**src/rtl/cfg_xlate_pkg.sv**
```systemverilog
package cfg_xlate_pkg;

  typedef enum logic [1:0] {
    SZ_BYTE = 2'd0,
    SZ_HALF = 2'd1,
    SZ_WORD = 2'd2,
    SZ_RSVD = 2'd3
  } acc_size_e;

  typedef enum logic [1:0] {
    ST_IDLE  = 2'd0,
    ST_ISSUE = 2'd1,
    ST_RESP  = 2'd2
  } xl_state_e;

  // all-ones pattern of the access width, right-justified
  function automatic logic [31:0] size_ones(logic [1:0] sz);
    case (sz)
      SZ_BYTE: size_ones = 32'h0000_00ff;
      SZ_HALF: size_ones = 32'h0000_ffff;
      default: size_ones = 32'hffff_ffff;
    endcase
  endfunction

endpackage

```
**src/rtl/cfg_lsb_find.sv**
```systemverilog
module cfg_lsb_find #(
  parameter int W    = 21,
  parameter int IDXW = $clog2(W)
) (
  input  logic [W-1:0]    vec_i,
  output logic [IDXW-1:0] idx_o,
  output logic            found_o
);

  logic [IDXW-1:0] idx_c;
  logic            found_c;

  // scan downward so the lowest set bit is the last one written
  always_comb begin
    idx_c   = '0;
    found_c = 1'b0;
    for (int i = W - 1; i >= 0; i--) begin
      if (vec_i[i]) begin
        idx_c   = IDXW'(i);
        found_c = 1'b1;
      end
    end
  end

  assign idx_o   = idx_c;
  assign found_o = found_c;

endmodule

```
**src/rtl/cfg_field_decode.sv**
```systemverilog
module cfg_field_decode
  import cfg_xlate_pkg::*;
#(
  parameter int OFF_W     = 16,
  parameter int BUS_W     = 8,
  parameter int SEL_LSB   = 11,
  parameter int MODE_BIT  = 16
) (
  input  logic [OFF_W-1:0]    offset_i,
  input  logic [31:0]         map_i,
  input  logic [BUS_W-1:0]    bus_i,
  input  logic [1:0]          size_i,
  output logic [31:0]         req_addr_o,
  output logic                issue_o,
  output logic                err_o
);

  localparam int HI_W   = 32 - OFF_W;
  localparam int SEL_W  = 32 - SEL_LSB;
  localparam int IDX_W  = $clog2(SEL_W);
  localparam int BUS_SH = 16;
  localparam int DEV_SH = SEL_LSB;

  logic [31:0]      formed;
  logic [IDX_W-1:0] dev_idx;
  logic             sel_found;
  logic             misalign;
  logic             type1;

  assign formed = {map_i[HI_W-1:0], offset_i};
  assign type1  = map_i[MODE_BIT];

  cfg_lsb_find #(.W(SEL_W), .IDXW(IDX_W)) u_lsb (
    .vec_i   (formed[31:SEL_LSB]),
    .idx_o   (dev_idx),
    .found_o (sel_found)
  );

  always_comb begin
    case (size_i)
      SZ_BYTE: misalign = 1'b0;
      SZ_HALF: misalign = formed[0];
      SZ_WORD: misalign = |formed[1:0];
      default: misalign = 1'b1;
    endcase
  end

  assign err_o   = misalign | ~sel_found;
  assign issue_o = ~type1 & ~err_o;

  assign req_addr_o = 32'h8000_0000
                    | (32'(bus_i) << BUS_SH)
                    | (32'(dev_idx) << DEV_SH)
                    | {{(32-SEL_LSB){1'b0}}, formed[SEL_LSB-1:0]};

  logic unused_map;
  assign unused_map = ^map_i[31:MODE_BIT+1];

endmodule

```
**src/rtl/cfg_xlate_ctrl.sv**
```systemverilog
module cfg_xlate_ctrl
  import cfg_xlate_pkg::*;
(
  input  logic        clk_i,
  input  logic        rst_ni,
  input  logic        cpu_valid_i,
  input  logic        cpu_write_i,
  input  logic [1:0]  cpu_size_i,
  input  logic [31:0] cpu_wdata_i,
  input  logic [31:0] dec_addr_i,
  input  logic        dec_issue_i,
  input  logic        dec_err_i,
  output logic        cpu_ready_o,
  output logic        cpu_done_o,
  output logic        cpu_err_o,
  output logic [31:0] cpu_rdata_o,
  output logic        pci_req_o,
  input  logic        pci_ack_i,
  output logic [31:0] pci_addr_o,
  output logic [1:0]  pci_size_o,
  output logic        pci_write_o,
  output logic [31:0] pci_wdata_o,
  input  logic [31:0] pci_rdata_i,
  output logic        abort_clr_o
);

  xl_state_e   state_q;
  logic [31:0] addr_q;
  logic [1:0]  size_q;
  logic        write_q;
  logic [31:0] wdata_q;
  logic        err_q;
  logic [31:0] rdata_q;

  always_ff @(posedge clk_i or negedge rst_ni) begin
    if (!rst_ni) begin
      state_q <= ST_IDLE;
      addr_q  <= '0;
      size_q  <= '0;
      write_q <= 1'b0;
      wdata_q <= '0;
      err_q   <= 1'b0;
      rdata_q <= '0;
    end else begin
      case (state_q)
        ST_IDLE: if (cpu_valid_i) begin
          addr_q  <= dec_addr_i;
          size_q  <= cpu_size_i;
          write_q <= cpu_write_i;
          wdata_q <= cpu_wdata_i;
          err_q   <= dec_err_i;
          rdata_q <= cpu_write_i ? '0 : size_ones(cpu_size_i);
          state_q <= dec_issue_i ? ST_ISSUE : ST_RESP;
        end
        ST_ISSUE: if (pci_ack_i) begin
          rdata_q <= write_q ? '0 : (pci_rdata_i & size_ones(size_q));
          state_q <= ST_RESP;
        end
        default: state_q <= ST_IDLE;
      endcase
    end
  end

  assign cpu_ready_o = (state_q == ST_IDLE);
  assign pci_req_o   = (state_q == ST_ISSUE);
  assign cpu_done_o  = (state_q == ST_RESP);
  assign cpu_err_o   = cpu_done_o & err_q;
  assign cpu_rdata_o = rdata_q;
  assign pci_addr_o  = addr_q;
  assign pci_size_o  = size_q;
  assign pci_write_o = write_q;
  assign pci_wdata_o = wdata_q;
  assign abort_clr_o = pci_req_o & pci_ack_i;

  a_r8_hold_until_ack: assert property (@(posedge clk_i) disable iff (!rst_ni)
    pci_req_o && !pci_ack_i |=> pci_req_o && $stable(pci_addr_o)
                                && $stable(pci_wdata_o) && $stable(pci_write_o))
    else $error("R8 request changed before ack");

  a_r7_clear_then_done: assert property (@(posedge clk_i) disable iff (!rst_ni)
    abort_clr_o |=> cpu_done_o && !cpu_err_o)
    else $error("R7 abort clear not followed by completion");

  a_r10_done_single: assert property (@(posedge clk_i) disable iff (!rst_ni)
    cpu_done_o |=> cpu_ready_o && !cpu_done_o)
    else $error("R10 done not a single pulse");

  a_r3_enable_set: assert property (@(posedge clk_i) disable iff (!rst_ni)
    pci_req_o |-> pci_addr_o[31] && (pci_addr_o[30:24] == 7'd0))
    else $error("R3 enable or reserved bits wrong");

  a_r5_err_skips_bus: assert property (@(posedge clk_i) disable iff (!rst_ni)
    cpu_err_o |-> !$past(pci_req_o))
    else $error("R5 errored access reached the bus");

endmodule

```
**src/rtl/cfg_addr_xlate.sv**
```systemverilog
module cfg_addr_xlate
  import cfg_xlate_pkg::*;
#(
  parameter int OFF_W    = 16,
  parameter int BUS_W    = 8,
  parameter int SEL_LSB  = 11,
  parameter int MODE_BIT = 16
) (
  input  logic              clk_i,
  input  logic              rst_ni,
  input  logic              cpu_valid_i,
  output logic              cpu_ready_o,
  input  logic              cpu_write_i,
  input  logic [1:0]        cpu_size_i,
  input  logic [OFF_W-1:0]  cpu_offset_i,
  input  logic [31:0]       cpu_wdata_i,
  input  logic [31:0]       map_reg_i,
  input  logic [BUS_W-1:0]  bus_num_i,
  output logic              cpu_done_o,
  output logic              cpu_err_o,
  output logic [31:0]       cpu_rdata_o,
  output logic              pci_req_o,
  input  logic              pci_ack_i,
  output logic [31:0]       pci_addr_o,
  output logic [1:0]        pci_size_o,
  output logic              pci_write_o,
  output logic [31:0]       pci_wdata_o,
  input  logic [31:0]       pci_rdata_i,
  output logic              abort_clr_o
);

  logic [31:0] dec_addr;
  logic        dec_issue;
  logic        dec_err;

  cfg_field_decode #(
    .OFF_W(OFF_W), .BUS_W(BUS_W), .SEL_LSB(SEL_LSB), .MODE_BIT(MODE_BIT)
  ) u_decode (
    .offset_i   (cpu_offset_i),
    .map_i      (map_reg_i),
    .bus_i      (bus_num_i),
    .size_i     (cpu_size_i),
    .req_addr_o (dec_addr),
    .issue_o    (dec_issue),
    .err_o      (dec_err)
  );

  cfg_xlate_ctrl u_ctrl (
    .clk_i       (clk_i),
    .rst_ni      (rst_ni),
    .cpu_valid_i (cpu_valid_i),
    .cpu_write_i (cpu_write_i),
    .cpu_size_i  (cpu_size_i),
    .cpu_wdata_i (cpu_wdata_i),
    .dec_addr_i  (dec_addr),
    .dec_issue_i (dec_issue),
    .dec_err_i   (dec_err),
    .cpu_ready_o (cpu_ready_o),
    .cpu_done_o  (cpu_done_o),
    .cpu_err_o   (cpu_err_o),
    .cpu_rdata_o (cpu_rdata_o),
    .pci_req_o   (pci_req_o),
    .pci_ack_i   (pci_ack_i),
    .pci_addr_o  (pci_addr_o),
    .pci_size_o  (pci_size_o),
    .pci_write_o (pci_write_o),
    .pci_wdata_o (pci_wdata_o),
    .pci_rdata_i (pci_rdata_i),
    .abort_clr_o (abort_clr_o)
  );

  a_r4_mode_blocks_req: assert property (@(posedge clk_i) disable iff (!rst_ni)
    cpu_valid_i && cpu_ready_o && map_reg_i[MODE_BIT] |=> !pci_req_o)
    else $error("R4 type-1 mode access issued");

  a_r6_empty_sel_err: assert property (@(posedge clk_i) disable iff (!rst_ni)
    cpu_valid_i && cpu_ready_o && ({map_reg_i[31-OFF_W:0], cpu_offset_i[OFF_W-1:SEL_LSB]} == '0)
    |=> cpu_err_o && !pci_req_o)
    else $error("R6 empty select not flagged");

endmodule

```
**config.mk**
```make
export PLATFORM = sky130hd
export DESIGN_NAME = cfg_addr_xlate
export DESIGN_NICKNAME = d
export VERILOG_FILES = /design/src/rtl/cfg_xlate_pkg.sv /design/src/rtl/cfg_lsb_find.sv /design/src/rtl/cfg_field_decode.sv /design/src/rtl/cfg_xlate_ctrl.sv /design/src/rtl/cfg_addr_xlate.sv
export SDC_FILE = /design/constraint.sdc
export NUM_CORES = 1
export LEC_CHECK = 0
export BUFFER_PORTS_ARGS = -buffer_cell sky130_fd_sc_hd__buf_4
export CAP_MARGIN = 10
export CORE_ASPECT_RATIO = 0.75
export CORE_MARGIN = 3
export CORE_UTILIZATION = 45
export CTS_CLUSTER_DIAMETER = 150
export CTS_CLUSTER_SIZE = 30
export DETAILED_ROUTE_END_ITERATION = 10
export HOLD_SLACK_MARGIN = 0.12
export PLACE_DENSITY = 0.86
export SLEW_MARGIN = 20
export SYNTH_ARGS = -nofsm -noshare
export SYNTH_HDL_FRONTEND = slang
export SYNTH_HIERARCHICAL = 1
export SYNTH_SLANG_ARGS = --single-unit
```
**constraint.sdc**
```tcl
create_clock -name clk_i -period 5 [get_ports clk_i]
set_clock_uncertainty 0.15 [all_clocks]
set_input_delay 1.5 -clock clk_i [delete_from_list [all_inputs] [get_ports clk_i]]
set_output_delay 1.5 -clock clk_i [all_outputs]
set_load 0.03 [all_outputs]
```
# After elaboration in Yosys (flattened, before gate mapping)
# Cells that the tools add are included.
# word_totals
regBits,102
output_inout_bits,104
in_bits,127
# classes
reduce_logical,8
mux,56
n_eq_ne,7
n_bitwise,10
# ops
cell,count
two-way mux 32 bit,6
one-hot mux 32 bit (2 select lines),3
two-way mux 5 bit,21
bitwise AND 32 bit,1
OR 32 x 11 -> 32 bit,1
OR 32 x 16 -> 32 bit,1
two-way mux 1 bit,21
equality test 2 x 1 -> 1 bit (second input constant),3
zero test 2 bit,3
two-way mux 2 bit,3
equality test 2 bit (second input constant),2
!= test 2 bit (second input constant),2
one-hot mux 2 bit (2 select lines),1
AND reduction 2 bit,2
bitwise AND 1 bit,3
NOT 1 bit,3
one-hot mux 1 bit (3 select lines),1
AND reduction 3 bit,1
nonzero test 2 bit,1
OR reduction 2 bit,1
OR 1 bit,1

# Logic depth before layout (Yosys ltp)
# depth
ltp_word,28
ltp_mapped,6
ltp_nobuf,6

# Cells and area by module
# The synthesis kept the hierarchy.
# modules_own_cells
module,seq_area_each_um2,area_each_um2,cells_per_inst,n_inst
cfg_xlate_ctrl,2552.4,4097.7,291,1
cfg_field_decode,0.0,244.0,34,1
cfg_lsb_find,0.0,234.0,41,1

# Worst setup path before layout
# No wires, ideal clock.
# synth_path
kind,input port to output port
start,input pci_ack_i
end,output abort_clr_o
n_path_buf,0
required_time_ns,3.350
arrival_ns,2.183
path_stages,2
setup_slack_ns,1.167
path_cell_list,inv_1 -> nor3_1
# synth_via
elab_chain_len,1
# synth_lines
element,line_no,rtl
"start, declared",cfg_addr_xlate.sv:23,"input logic pci_ack_i,"
bitwise AND 1 bit,cfg_xlate_ctrl.sv:73,assign abort_clr_o = pci_req_o & pci_ack_i;
"end, declared",cfg_addr_xlate.sv:29,output logic abort_clr_o
# No other way between the ends.

# Worst setup path after layout
# Same ends and word-level chain as after synthesis.

==> flow_summary.ini <==
[sta]
rsz0062_at_grt = no
post-route-period-util = 0.734
setup_viol = 0
tns_ps = 0
slew_viol_final = 0
holdWs_ps = 358
fmax_ghz = 0.273
final.setup.worst_slack_ps = 1330
slew_headroom = 0.372
hold_viol_final = 0
finalCriticalPeriod_ps = 3670
tightest_slew_ps = 942

[power_and_ir_drop]
p_per_area_mw_per_mm2 = 478
p_leak_nw = 3.13
peakVddDrop_v = 0.000294
p_total_w = 0.00309

[critical_path]
critical_path_class = in2out
worstPathCellList = buf_4 > inv_1 > nor3_1 > buf_4
cp.depth = 4
slowest_delay_ps = 210
cp_top_family = buffers and inverters
cp_num_buf_inv = 3
cp_common_cell = buf_4
worstSetupStartpointType = input port
slowest_stage = buf_4
r2r_cells = 3
cp.arrival_ps = 2020
worstPathRequired_ps = 3350
crit_fanout = 2
end_kind = output pin

[logic_synthesis]
syn_inst = 366
ys_types = 45
synth-seq-cells = 102
async_reset_ff_frac = 1.00
synthTopCellsByArea = dfrtp_1, mux2_2, buf_4
yosysTopAreaCell = dfrtp_1
synth-edff-count = 0
synth.top_cell.area_share = 0.558
syn_area_sq_mm = 0.00458
post_synth.cell_area_avg_sq_um = 12.5
synthFlopType = dfrtp_1
ys_seq_area_frac = 0.558
ys.warnings.count = 6

[detailed_routing]
wl_per_cell_um = 16.9
drt_wl_total_um = 11800
drtPass1Iterations = 4
drc = 0
viasPerCell = 5.09
vias = 3548
ant_nets = 0
dr.first_iter.drc_count = 228

[layout]
final_cell_mix = buf_4, dfrtp_1, mux2_2
drive_above_1_share = 0.556
final_common_cell = buf_4
seqCellArea_sq_mm = 0.00255
antennaDiodeCount = 0
multi_input_area_sq_mm = 0.00167
layout.nets = 687
area_delta_synth_final_pct = 41.0
nFillCells = 760
fin_util = 0.660

[floorplanning]
die_h_um = 93.3
dieArea_sq_mm = 0.0114
initial_core_util = 0.468
fp-row-count = 31
die-width_um = 122
ioPinCount = 231
coreArea_sq_mm = 0.00977

[placement]
place_ws_ps = 1330
place.gp.congestion = 0.833
hpwlAfterDp_um = 8860
io_buffer_count = 215

[global_route]
grt_pass1_vias = 3739
antenna_found_initial = 0
met1_usage = 0.240
use_met3 = 0.0713
grtUsageMet2 = 0.348
grt_busiest_layer = met2
grt.total_usage = 0.203
grt-ovfl-total = 0
grt_max_degree = 75
grt_pass1_wl_um = 18300

[clock_tree]
hold_buffers = 0
ctsRootBufferMaster = clkbuf_16
clock_sinks = 102
clkSlewWorstSetupHoldPaths_ps = 60
ctsHtreeMaxLevel = 3
cts_buffer_depth = 2
cts_resized = 0
tritoncts = done
numCtsBuffers = 9
post-cts-setup-buffer-count = 0
insertion_delay_ps = 330

[run_status]
status = finished clean

[min_path]
hp-class = reg2reg
hold_depth = 1

[job]
drv_cap = 0
-- final timing paths --
check | start | endpoint | slack, ps
hold / removal | u_ctrl/err_q$_DFFE_PN0P_ | u_ctrl/err_q$_DFFE_PN0P_ | 360
setup / recovery | pci_ack_i | abort_clr_o | 1330
max in group asynchronous | rst_ni | u_ctrl/cpu_rdata_o[15]$_DFFE_PN0P_ | 2770
setup reg to reg | u_ctrl/state_q[1]$_DFFE_PN0P_ | u_ctrl/cpu_rdata_o[15]$_DFFE_PN0P_ | 3020
min in group asynchronous | rst_ni | u_ctrl/cpu_rdata_o[10]$_DFFE_PN0P_ | 1150
hold reg to reg | u_ctrl/err_q$_DFFE_PN0P_ | u_ctrl/err_q$_DFFE_PN0P_ | 360
-- power breakdown --
group	switching, W	total (W)	internal (W)
sequential	0.000124	0.00115	0.00103
clock	0.000297	0.000750	0.000454
combinational	0.000684	0.00119	0.000502
-- stage by stage --
| step | cells | instance area (sq um) |
|---|---|---|
| final | 697 | 6450 |
| after global routing | 697 | 6450 |
| after CTS | 697 | 6450 |
| after detailed placement | 681 | 6120 |
| after global placement | 681 | 6120 |
| after floorplan | 372 | 4600 |
-- final cells by class --
| class | instances | share of cell area |
|---|---|---|
| timing repair buffer | 220 | 0.256 |
| tap | 132 | 0.0256 |
| sequential | 102 | 0.396 |
| clock inverter | 5 | 0.0126 |
| inverter | 24 | 0.0140 |
| multi-input combinational | 203 | 0.259 |
| clock buffer | 11 | 0.0376 |
-- state kept, by name (all words and copies together), names as in the netlist --
signal,cells
u_ctrl/cpu_rdata_o,32
u_ctrl/pci_addr_o,32
u_ctrl/pci_wdata_o,32
u_ctrl/pci_size_o,2
u_ctrl/state_q,2
u_ctrl/err_q,1
u_ctrl/pci_write_o,1
-- synth_stat cells (2+ instances only) --
cell       instances
dfrtp_1          102
mux2_2            59
buf_4             29
nand2_1           27
inv_1             23
a32oi_1           16
nor2_1            11
and3_1             9
buf_2              9
mux2_4             9
a2bb2oi_1          8
o22a_1             8
nor4_1             6
a21oi_1            5
nor3_1             5
nor2b_1            3
a22o_1             2
buf_6              2
clkbuf_1           2
conb_1             2
o211a_1            2
o21ai_0            2
o21ai_1            2
o31ai_1            2
-- cells by family (layout without fill, tap and decap cells) --
logic type,after synthesis,in the layout,synth area share
flops,102,102,0.558
simple gates,72,72,0.0837
compound gates,55,55,0.0976
buf+inv,67,260,0.0845
other cells,2,8,0.00164
mux,68,68,0.175
-- per-layer routing --
metal | routed length [um] | vias to the layer above
met1 | 4530 | 1729
met2 | 6020 | 152
li1 | - | 1655
met4 | 147 | 0
met5 | 0 | -
met3 | 1110 | 12
No activity file was read; power rests on OpenSTA's default activity.
